==> config.mk <==
export PLATFORM = sky130hd
export DESIGN_NAME = refq_top
export DESIGN_NICKNAME = d
export VERILOG_FILES = /design/src/rtl/refq_pkg.sv /design/src/rtl/refq_timer.sv /design/src/rtl/refq_ctrl.sv /design/src/rtl/refq_datapath.sv /design/src/rtl/refq_top.sv
export SDC_FILE = /design/constraint.sdc
export NUM_CORES = 1
export LEC_CHECK = 0
export BUFFER_PORTS_ARGS = -buffer_cell sky130_fd_sc_hd__clkbuf_2
export CAP_MARGIN = 20
export CORE_MARGIN = 5
export CORE_UTILIZATION = 40
export CTS_CLUSTER_SIZE = 28
export DETAILED_ROUTE_END_ITERATION = 10
export HOLD_SLACK_MARGIN = 0.06
export PLACE_DENSITY_LB_ADDON = 0.2
export SLEW_MARGIN = 20
export SYNTH_ARGS = -nofsm -noshare
export SYNTH_HDL_FRONTEND = slang
export SYNTH_SLANG_ARGS = --single-unit
export TNS_END_PERCENT = 1
==> constraint.sdc <==
create_clock -name clk -period 3.9 [get_ports clk]
set_clock_uncertainty 0.1 [all_clocks]
set_input_delay 0.585 -clock clk [delete_from_list [all_inputs] [get_ports clk]]
set_output_delay 0.585 -clock clk [all_outputs]
set_load 0.01 [all_outputs]
==> src/rtl/refq_pkg.sv <==
package refq_pkg;
  // strobes from control to datapath, at most one of them set per cycle
  typedef struct packed {
    logic inc;   // add one owed refresh
    logic dec;   // retire one owed refresh
    logic drop;  // tick lost on a full queue
  } refqStrobe_t;
endpackage

==> src/rtl/refq_timer.sv <==
module refq_timer #(
  parameter int TMR_W = 16
) (
  input  logic             clk,
  input  logic             rstN,
  input  logic [TMR_W-1:0] intervalCnt,
  output logic             tick
);
  logic [TMR_W-1:0] tmrCnt;
  logic [TMR_W-1:0] tmrLimit;

  // intervals of 0 and 1 both mean a tick on every edge
  always_comb begin
    if (intervalCnt <= TMR_W'(1)) tmrLimit = '0;
    else                          tmrLimit = intervalCnt - TMR_W'(1);
    // >= keeps the timer sane if the interval shrinks mid-count
    tick = (tmrCnt >= tmrLimit);
  end

  always_ff @(posedge clk) begin
    if (!rstN)     tmrCnt <= '0;
    else if (tick) tmrCnt <= '0;
    else           tmrCnt <= tmrCnt + TMR_W'(1);
  end
endmodule

==> src/rtl/refq_ctrl.sv <==
module refq_ctrl
  import refq_pkg::*;
#(
  parameter int MAX_PEND = 12,
  localparam int PEND_W  = $clog2(MAX_PEND + 1)
) (
  input  logic              tick,
  input  logic              refAck,
  input  logic [PEND_W-1:0] pendCount,
  output refqStrobe_t       strobe
);
  logic ackValid;
  logic atFull;

  always_comb begin
    // an acknowledge with nothing owed is meaningless and ignored
    ackValid    = refAck && (pendCount != '0);
    atFull      = (pendCount == PEND_W'(MAX_PEND));
    strobe.inc  = tick && !ackValid && !atFull;
    strobe.drop = tick && !ackValid && atFull;
    strobe.dec  = ackValid && !tick;
  end
endmodule

==> src/rtl/refq_datapath.sv <==
module refq_datapath
  import refq_pkg::*;
#(
  parameter int MAX_PEND  = 12,
  parameter int HIGH_MARK = 8,
  localparam int PEND_W   = $clog2(MAX_PEND + 1)
) (
  input  logic              clk,
  input  logic              rstN,
  input  refqStrobe_t       strobe,
  output logic [PEND_W-1:0] pendCount,
  output logic              overflow,
  output logic              reqLow,
  output logic              reqHigh
);
  logic [PEND_W-1:0] pendReg;
  logic              ovfReg;

  always_ff @(posedge clk) begin
    if (!rstN) begin
      pendReg <= '0;
      ovfReg  <= 1'b0;
    end else begin
      if (strobe.inc)      pendReg <= pendReg + PEND_W'(1);
      else if (strobe.dec) pendReg <= pendReg - PEND_W'(1);
      if (strobe.drop)     ovfReg  <= 1'b1;
    end
  end

  always_comb begin
    pendCount = pendReg;
    overflow  = ovfReg;
    reqHigh   = (pendReg >= PEND_W'(HIGH_MARK));
    reqLow    = (pendReg != '0) && !reqHigh;
  end
endmodule

==> src/rtl/refq_top.sv <==
module refq_top
  import refq_pkg::*;
#(
  parameter int TMR_W     = 16,
  parameter int MAX_PEND  = 12,
  parameter int HIGH_MARK = 8,
  localparam int PEND_W   = $clog2(MAX_PEND + 1)
) (
  input  logic              clk,
  input  logic              rstN,
  input  logic [TMR_W-1:0]  intervalCnt,
  input  logic              refAck,
  output logic              reqLow,
  output logic              reqHigh,
  output logic [PEND_W-1:0] pendCount,
  output logic              overflow
);
  logic        tick;
  refqStrobe_t strobe;

  refq_timer #(.TMR_W(TMR_W)) u_timer (
    .clk(clk), .rstN(rstN), .intervalCnt(intervalCnt), .tick(tick)
  );

  refq_ctrl #(.MAX_PEND(MAX_PEND)) u_ctrl (
    .tick(tick), .refAck(refAck), .pendCount(pendCount), .strobe(strobe)
  );

  refq_datapath #(.MAX_PEND(MAX_PEND), .HIGH_MARK(HIGH_MARK)) u_dp (
    .clk(clk), .rstN(rstN), .strobe(strobe), .pendCount(pendCount),
    .overflow(overflow), .reqLow(reqLow), .reqHigh(reqHigh)
  );
endmodule

==> run metrics, run 1 <==
largest net degree at the start of global routing=17; Ports=26; net count of the finished layout=a little over 300; EDFF count, synth=0; I/O Buffers=25; max layer used=met4; Final Hold Viols=0; Yosys cell types=40; cell area after placement=around 2100 um^2; Worst EP arrival=slightly below 4 ns; LEAKAGE=1.03 nW; Worst R2R Setup Slack=around 1.3 ns; CORE AREA=4060 um^2; total power=about 0.6 mW; max cap viols=0; outcome=complete, no violations; ys async rst share=0%; WL met1=about 1600 um; Reg2Reg Depth=12; clock buffer depth=2; Die Wd=75.2 um; worst slew pin tran=about 0.39 ns; Routed met3 length=between 100 and 150 um; layout cells sized above 1=33.0%; pwr dens=about 260 nW/um^2; Hold Path End=u_dp.overflow; Routed Antenna Nets=0; DR DRC count=0; reg-to-reg startpoint=u_timer.tmrCnt[9]; Yosys reg bits=21; FMAX=between 200 and 300 MHz; met2 WL=about 1800 um; Area Growth Syn to Fin=36.0%; clock latency on the worst-skew pair=roughly 0.26 ns; worst endpoint required time=around 4 ns; post-layout min period=~3.8 ns; CP Max Fanout=6; grt ovf=0; Yosys warning total=0; Synth Flop Type=dfxtp_1; CTS H-Tree Depth=1; CP Capture Type=register; Final Cell Area=between 2000 and 2500 um^2; gpl congestion=0.860; synthesized area=~1700 um^2; vias in the first global route=roughly 1400; # rows=23; CP Launch Type=input port; initial antenna violation count=0; RR Endpoint=u_dp.pendCount[3]; VDD IR-drop max=approximately 0.13 mV; CTS root buffer=clkbuf_8; Die Y=75.2 um; fin. max-slew vios=0; antenna cells=0; CTS Buf Count=3; Synthesized Nets=250; Final Cycle Share=slightly below 100%; CTS tree=done; routed wire length=3600 um; post-DR vias/cell=around 4.9; clk slew on worst S/H paths=0.07 ns; WL/cell=approximately 12 um; Post-DP HPWL=2820 um; Starting Density=41.9%; post-synthesis sequential area ratio=between 20% and 30%; vias=1530; Total GRT Usage=about an eighth; Hold WC Path Type=register to register; router iterations before antenna repair=4; Syn Inst Count=approximately 210; Worst Hold Depth=1; first-pass GRT wire length=about 6000 um; utilization after layout=between 50 and 60%; final setup violation count=0; Hold WS=0.367 ns; Worst slew margin=about three quarters; Synth Area per Inst=approximately 8 um^2; Setup CP Type=input port to register; Die ar.=5660 um^2; TritonCTS Sinks=21; hold_sp=u_dp.overflow; DRT iter0 DRCs=41
-- kinds of logic after synthesis --
family / share of synthesized area [%]
AO/OA/AOI/OAI: 9.79
flip-flops: 24.7
buffers and inverters: 1.91
adder cells (fa/ha/maj): 16.6
AND/OR/NAND/NOR: 28.8
multiplexers: 3.75
XOR/XNOR: 14.4
-- layer usage --
layer | global-route usage [%] | up-vias
met5 | 0 | -
met4 | 5.24 | 0
met3 | 1.74 | 8
met2 | 22.9 | 31
met1 | 16.4 | 668
li1 | - | 823
-- through the flow --
| step | setup TNS (ns) | worst slack, ns | std cells |
|---|---|---|---|
| floorplan | 0 | 0.0284 | 209 |
| global placement | -0.0600 | -0.0600 | 306 |
| detailed placement | -0.188 | -0.188 | 306 |
| CTS | 0 | 0.0756 | 310 |
| global route | -0.0605 | -0.0605 | 311 |
| finish | 0 | 0.106 | 311 |
-- critical path, stage by stage --
cell and delay [ns]:
clkbuf_2 0.09, or3_4 0.40, nor4_4 0.33, o2111ai_2 0.19, buf_6 0.17, buf_6 0.12
nand2_4 0.05, ha_4 0.20, a21oi_4 0.16, o21ai_2 0.10, a221oi_4 0.36, o21ai_4 0.12
nand2_4 0.10, ha_4 0.20, a21o_1 0.18, a21oi_2 0.13, nand2_1 0.06, mux2i_1 0.16
mux2i_1 0.19
-- final cells by class --
type,count,area (um^2)
Fill cell,367,1750
Multi-Input combinational cell,180,1430
Sequential cell,21,420
Timing Repair Buffer,52,337
Tap cell,50,62.6
Clock buffer,3,41.3
Inverter,4,15.0
Clock inverter,1,7.51
-- repair_timing --
action                                  in CTS  in global routing
hold buffers                                 0                  0
resized for setup                            0                 35
setup buffers                                0                  1
hold endpoints to repair                     0                  0
endpoints found under the setup margin       0                  1
-- sequential cells by signal, summed over array words and instances, names as in the netlist --
name / count
u_dp.overflow: 1
u_timer.tmrCnt: 16
u_dp.pendCount: 4
-- cell usage after synthesis (all sizes together), types with 2 or more instances --
cell,instances,area (um^2)
a21oi,8,40.0
and3,3,18.8
and4,2,17.5
buf,2,10.0
clkbuf,2,7.51
dfxtp,21,420
ha,21,263
inv,4,15.0
mux2i,6,63.8
nand2,38,143
nand2b,4,25.0
nand3,10,50.1
nor2,27,101
nor3,5,25.0
nor4,5,52.6
o21ai,5,28.8
o31a,2,17.5
xnor2,8,70.1
xor2,20,175
-- worst max-delay path by stage --
stage | cells after the start | from | slack (ns) | endpoint
2_1_floorplan | 18 | intervalCnt[1] | 0.03 | u_dp.pendCount[3]
3_3_place_gp | 18 | intervalCnt[7] | -0.06 | u_dp.pendCount[3]
3_5_place_dp | 18 | intervalCnt[7] | -0.19 | u_dp.pendCount[3]
4_1_cts | 18 | intervalCnt[7] | 0.08 | u_dp.pendCount[3]
5_1_grt | 19 | intervalCnt[10] | -0.06 | u_dp.pendCount[3]
6_report | 19 | intervalCnt[10] | 0.11 | u_dp.pendCount[3]
-- where the power goes --
part | internal [mW] | switching [mW] | total (mW)
Sequential | 0.227 | 0.0266 | 0.254
Combinational | 0.102 | 0.0982 | 0.201
Clock | 0.0721 | 0.0728 | 0.145
Total | 0.402 | 0.198 | 0.599
-- placed cells by master, fill, tap and decap left out, drive strengths merged --
cell / instances
nand2: 38
clkbuf: 28
nor2: 27
buf: 27
dfxtp: 21
ha: 21
xor2: 20
nand3: 10
xnor2: 8
a21oi: 8
mux2i: 6
nor3: 5
nor4: 5
o21ai: 5
inv: 4
nand2b: 4
and3: 3
o31a: 2
and4: 2
or3: 1
and2b: 1
nor3b: 1
o2111ai: 1
and2: 1
or4: 1
nor2b: 1
a211oi: 1
a221oi: 1
o211ai: 1
nor4bb: 1
o21a: 1
a21o: 1
o41a: 1
a211o: 1
fa: 1
clkinvlp: 1
(Power assumes the default switching activity.)
==> inputs of run 2 (changes only) <==
--- a/config.mk
+++ b/config.mk
@@ -7,12 +7,14 @@
 export LEC_CHECK = 0
 export BUFFER_PORTS_ARGS = -buffer_cell sky130_fd_sc_hd__clkbuf_2
 export CAP_MARGIN = 20
+export CORE_ASPECT_RATIO = 1.5
 export CORE_MARGIN = 5
 export CORE_UTILIZATION = 40
 export CTS_CLUSTER_SIZE = 28
 export DETAILED_ROUTE_END_ITERATION = 10
 export HOLD_SLACK_MARGIN = 0.06
 export PLACE_DENSITY_LB_ADDON = 0.2
+export SETUP_SLACK_MARGIN = 0.3
 export SLEW_MARGIN = 20
 export SYNTH_ARGS = -nofsm -noshare
 export SYNTH_HDL_FRONTEND = slang
==> run metrics, run 2 (synthesized netlist as in run 1, its figures left out) <==
LEAKAGE=1.03 nW (+0.59%); Die Y=89.9 um (+19%); CORE AREA=4170 um^2 (+2.8%); Hold WC Path Type=register to register; initial antenna violation count=0 (unchanged); worst endpoint required time=3.99 ns (about the same); net count of the finished layout=298 (-1.7%); router iterations before antenna repair=4 (unchanged); most frequent cells in the layout=nand2_1 (33), nor2_1 (27), clkbuf_2 (22); antenna cells=0 (unchanged); largest net degree at the start of global routing=17 (unchanged); non-filler instance count after layout=302 (-2.9%); CTS tree=done; post-DR vias/cell=5.12 (+4.1%); DR DRC count=0 (unchanged); first-pass GRT wire length=6480 um (+10%); vias=1547 (+1.1%); final setup violation count=0 (unchanged); Worst EP arrival=3.73 ns (-0.15 ns); fin. max-slew vios=0 (unchanged); Ports=26 (unchanged); Hold WS=0.369 ns (+0.00152 ns); I/O Buffers=25 (unchanged); CTS Hold Bufs=0 (unchanged); CTS root buffer=clkbuf_8; # rows=29 (+26%); worst slew pin tran=0.434 ns (+0.0456 ns); RSZ-0062 raised after global routing=true; post-layout min period=3.64 ns (-0.156 ns); Final Hold Viols=0 (unchanged); most common cell after layout, fill and taps aside=nand2_1; WL/cell=12.5 um (+7.7%); Worst Hold Depth=1 (unchanged); vias in the first global route=1498 (+3.7%); pwr dens=259 nW/um^2 (about the same); Total GRT Usage=13.4% (+0.24 points); Final Cycle Share=93.3% (-4.0 points); Post-DP HPWL=2890 um (+2.4%); setup_tns=0 ns (unchanged); Routed Antenna Nets=0 (unchanged); layout cells sized above 1=32.8% (-0.14 points); grt ovf=0 (unchanged); Die ar.=5680 um^2 (+0.48%); clk slew on worst S/H paths=0.08 ns (about the same); Die Wd=63.2 um (-16%); CTS H-Tree Depth=1 (unchanged); max reg flops=16 (unchanged); CP Launch Type=input port; routed wire length=3770 um (+4.6%); Area Growth Syn to Fin=36.4%; Setup CP Type=input port to register; largest reg by FF count=u_timer.tmrCnt; FMAX=275 MHz (+4.3%); Reg2Reg Depth=12 (unchanged); Final Cell Area=2320 um^2 (+0.27%); CP Max Fanout=3 (-3); clock buffer depth=2 (unchanged); DRT iter0 DRCs=21 (-49%); clock latency on the worst-skew pair=0.26 ns (about the same); max cap viols=0 (unchanged); outcome=complete, no violations; CP Capture Type=register; Inst Count DP=290 (-5.2%); VDD IR-drop max=0.254 mV (+99%); Worst R2R Setup Slack=1.37 ns (+0.09 ns); filler instances=401 (+9.3%); CTS Buf Count=3 (unchanged); TritonCTS Sinks=21 (unchanged); Starting Density=40.7% (-1.2 points); Worst slew margin=71.0% (-3.0 points); gpl congestion=0.829 (-3.6%); cell area after placement=2010 um^2 (-2.8%); utilization after layout=55.6% (-1.4 points)
[run 2: routing by layer]
metal | track usage [%] | share of wire (%)
met2 | 25.1 | 54
met1 | 14.8 | 41
met4 | 5.20 | 1.1
met5 | 0 | 0
met3 | 1.87 | 3.9
[run 2: worst max-delay path: stages]
cell and delay [ns]:
clkbuf_2 0.11, nor4_4 0.27, and2b_2 0.22, buf_6 0.12
nand2_2 0.07, nor3_2 0.17, xor2_1 0.15, nand2_1 0.11
ha_4 0.23, a21oi_1 0.11, o21ai_1 0.11, a221oi_4 0.32
o21ai_2 0.10, nand2_2 0.11, ha_4 0.20, a21o_1 0.16
a21oi_2 0.16, nand2_1 0.06, mux2i_1 0.15, mux2i_1 0.19
[run 2: final cells by class]
type	count	area [um^2]	area share, %
clock buffers	3	41.3	1.78
clock inverters	1	5.00	0.216
inverters	4	20.0	0.863
flip-flops and latches	21	420	18.1
well taps	46	57.6	2.48
repair buffers	47	327	14.1
multi-input cells	180	1450	62.4
[run 2: path summary, 6_finish.rpt]
kind | start | endpoint
worst min register to register | u_dp.overflow | u_dp.overflow
worst max-delay path | intervalCnt[6] | u_dp.pendCount[3]
worst max register to register | u_timer.tmrCnt[11] | u_dp.pendCount[3]
worst min-delay path | u_dp.overflow | u_dp.overflow
[run 2: report_power, final]
group          internal (mW)  switching (mW)
Sequential             0.227          0.0267
Combinational          0.102           0.101
Clock                 0.0711          0.0728
[run 2: per-stage QoR]
stage / total power [mW] / setup WS [ns]
final: 0.601 / 0.262
after global routing: 0.651 / -0.00641
after CTS: 0.596 / 0.168
after detailed placement: 0.446 / -0.108
after global placement: 0.442 / -0.0492
after floorplan: 0.380 / 0.229
[run 2: timing repair]
item | CTS | global route
setup buffers | 1 | 6
setup endpoints to repair | 1 | 3
pin swaps | 12 | 19
gates cloned | 1 | 0
resized for setup | 12 | 28
==> inputs of run 3 (changes only) <==
==> constraint.sdc (replaced) <==
create_clock -name clk -period 4.7 [get_ports clk]
set_clock_uncertainty 0.1 [all_clocks]
set_input_delay 0.705 -clock clk [delete_from_list [all_inputs] [get_ports clk]]
set_output_delay 0.705 -clock clk [all_outputs]
set_load 0.01 [all_outputs]
==> run metrics, run 3 (synthesized netlist as in run 1, its figures left out) <==
CTS root buffer=clkbuf_8; Area Growth Syn to Fin=14.7%; grt ovf=0 (unchanged); WL/cell=11.5 um (-8.2%); first-pass GRT wire length=5870 um (-9.5%); most common cell after layout, fill and taps aside=nand2_1; CTS Buf Count=3 (unchanged); router iterations before antenna repair=4 (unchanged); CP Capture Type=register; Die ar.=5680 um^2 (unchanged); vias=1436 (-7.2%); Final Hold Viols=0 (unchanged); Die Wd=63.2 um (unchanged); CTS tree=done; Routed Antenna Nets=0 (unchanged); gpl congestion=0.777 (-6.3%); LEAKAGE=0.899 nW (-13%); post-layout min period=about 4 ns; TritonCTS Sinks=21 (unchanged); Final Cycle Share=84.6%; clock latency on the worst-skew pair=0.26 ns (about the same); net count of the finished layout=279 (-6.4%); Worst slew margin=70.0% (-0.98 points); Comb power frac=30.3% (-3.5 points); Starting Density=40.7% (unchanged); CTS H-Tree Depth=1 (unchanged); FMAX=approximately 250 MHz; layout cells sized above 1=16.9% (-16 points); Seq pwr share=44.7% (+2.4 points); utilization after layout=46.7% (-8.8 points); # rows=29 (unchanged); DR DRC count=0 (unchanged); Int Power=0.319 mW (-20%); largest net degree at the start of global routing=17 (unchanged); setup_tns=0 ns (unchanged); final setup violation count=0 (unchanged); Ports=26 (unchanged); max reg flops=16 (unchanged); VDD IR-drop max=0.151 mV (-41%); CP Max Fanout=16 (+13); vias in the first global route=1425 (-4.9%); max cap viols=0 (unchanged); Post-DP HPWL=2730 um (-5.5%); Clock power frac=25.0% (+1.0 points); Hold WC Path Type=register to register; sw frac=32.1% (-1.2 points); clock buffer depth=2 (unchanged); fin. max-slew vios=0 (unchanged); worst endpoint required time=4.79 ns (+0.80 ns); Total GRT Usage=12.3% (-1.2 points); most frequent cells in the layout=nand2_1 (38), nor2_1 (27), clkbuf_2 (25); CORE AREA=4170 um^2 (unchanged); antenna cells=0 (unchanged); post-DR vias/cell=5.07 (-0.94%); CP Launch Type=input port; routed wire length=3240 um (-14%); filler instances=413 (+3.0%); pwr dens=241 nW/um^2 (-7.0%); largest reg by FF count=u_timer.tmrCnt; clk slew on worst S/H paths=0.07 ns (about the same); RSZ-0062 raised after global routing=false; DRT iter0 DRCs=29 (+38%); Setup CP Type=input port to register; Die Y=89.9 um (unchanged); Worst EP arrival=4.07 ns (+0.34 ns); Net Sw Power=0.151 mW (-24%); initial antenna violation count=0 (unchanged); outcome=complete, no violations; worst slew pin tran=0.448 ns (+0.0146 ns); I/O Buffers=25 (unchanged)
## run 3: cell types whose count changed in the layout (fill, tap and decap cells not counted), sizes merged
| cell | change |
|---|---|
| clkbuf | +4 |
| clkinv | -1 |
| buf | -22 |
## run 3: layout make-up
class	instances	area, um^2	area share, %
clock buffer	4	45.0	2.31
inverter	4	15.0	0.770
multi-input combinational	180	1260	64.8
sequential	21	420	21.6
tap	46	57.6	2.95
timing repair buffer	28	148	7.57
## run 3: per-layer routing
metal / up-vias / wire length [um] / GRT usage [%] / part of all wire (%)
li1: 777 / - / - / -
met1: 625 / 1410 / 13.7 / 43
met2: 30 / 1640 / 22.4 / 51
met3: 4 / 147 / 1.87 / 4.5
met4: 0 / 50 / 5.03 / 1.5
met5: - / 0 / 0 / 0
## run 3: final timing paths
kind,from,to,slack [ns],depth (start not counted)
setup / recovery,intervalCnt[9],u_dp.pendCount[3],0.72,17
hold / removal,u_dp.overflow,u_dp.overflow,0.37,1
setup reg to reg,u_timer.tmrCnt[2],u_dp.pendCount[3],1.96,12
hold reg to reg,u_dp.overflow,u_dp.overflow,0.37,1
## run 3: critical path: stages
cell       delay, ns
clkbuf_2        0.11
or3_4           0.40
nor4_4          0.23
o2111ai_4       0.30
and2_1          0.26
ha_1            0.27
nor2b_1         0.04
o21ai_0         0.14
a21oi_1         0.12
o21ai_2         0.27
nand2_1         0.17
ha_1            0.29
a21o_1          0.17
a21oi_1         0.18
nand2_1         0.07
mux2i_1         0.15
mux2i_1         0.18
## run 3: repair_timing
action,4_1_cts,5_1_grt
hold buffers,0,0
setup endpoints to repair,0,1
setup buffers,0,0
gates resized for setup,0,3
## run 3: through the flow
step	instance area [um^2]	hold slack, ns	power, mW	cells	setup slack (ns)
after floorplan	1700	0.330	0.311	209	0.708
after global placement	1890	0.351	0.356	279	0.364
after detailed placement	1890	0.357	0.358	279	0.320
after CTS	1930	0.375	0.476	283	0.575
after global routing	1950	0.411	0.509	283	0.330
final	1950	0.370	0.470	283	0.723
## run 3: power by group through the flow
stage               Clock, mW  Combinational, mW  Sequential [mW]
floorplan                   0             0.0978            0.213
global placement            0              0.142            0.215
detailed placement          0              0.143            0.215
CTS                     0.122              0.144            0.210
global route            0.131              0.164            0.214
finish                  0.117              0.143            0.210
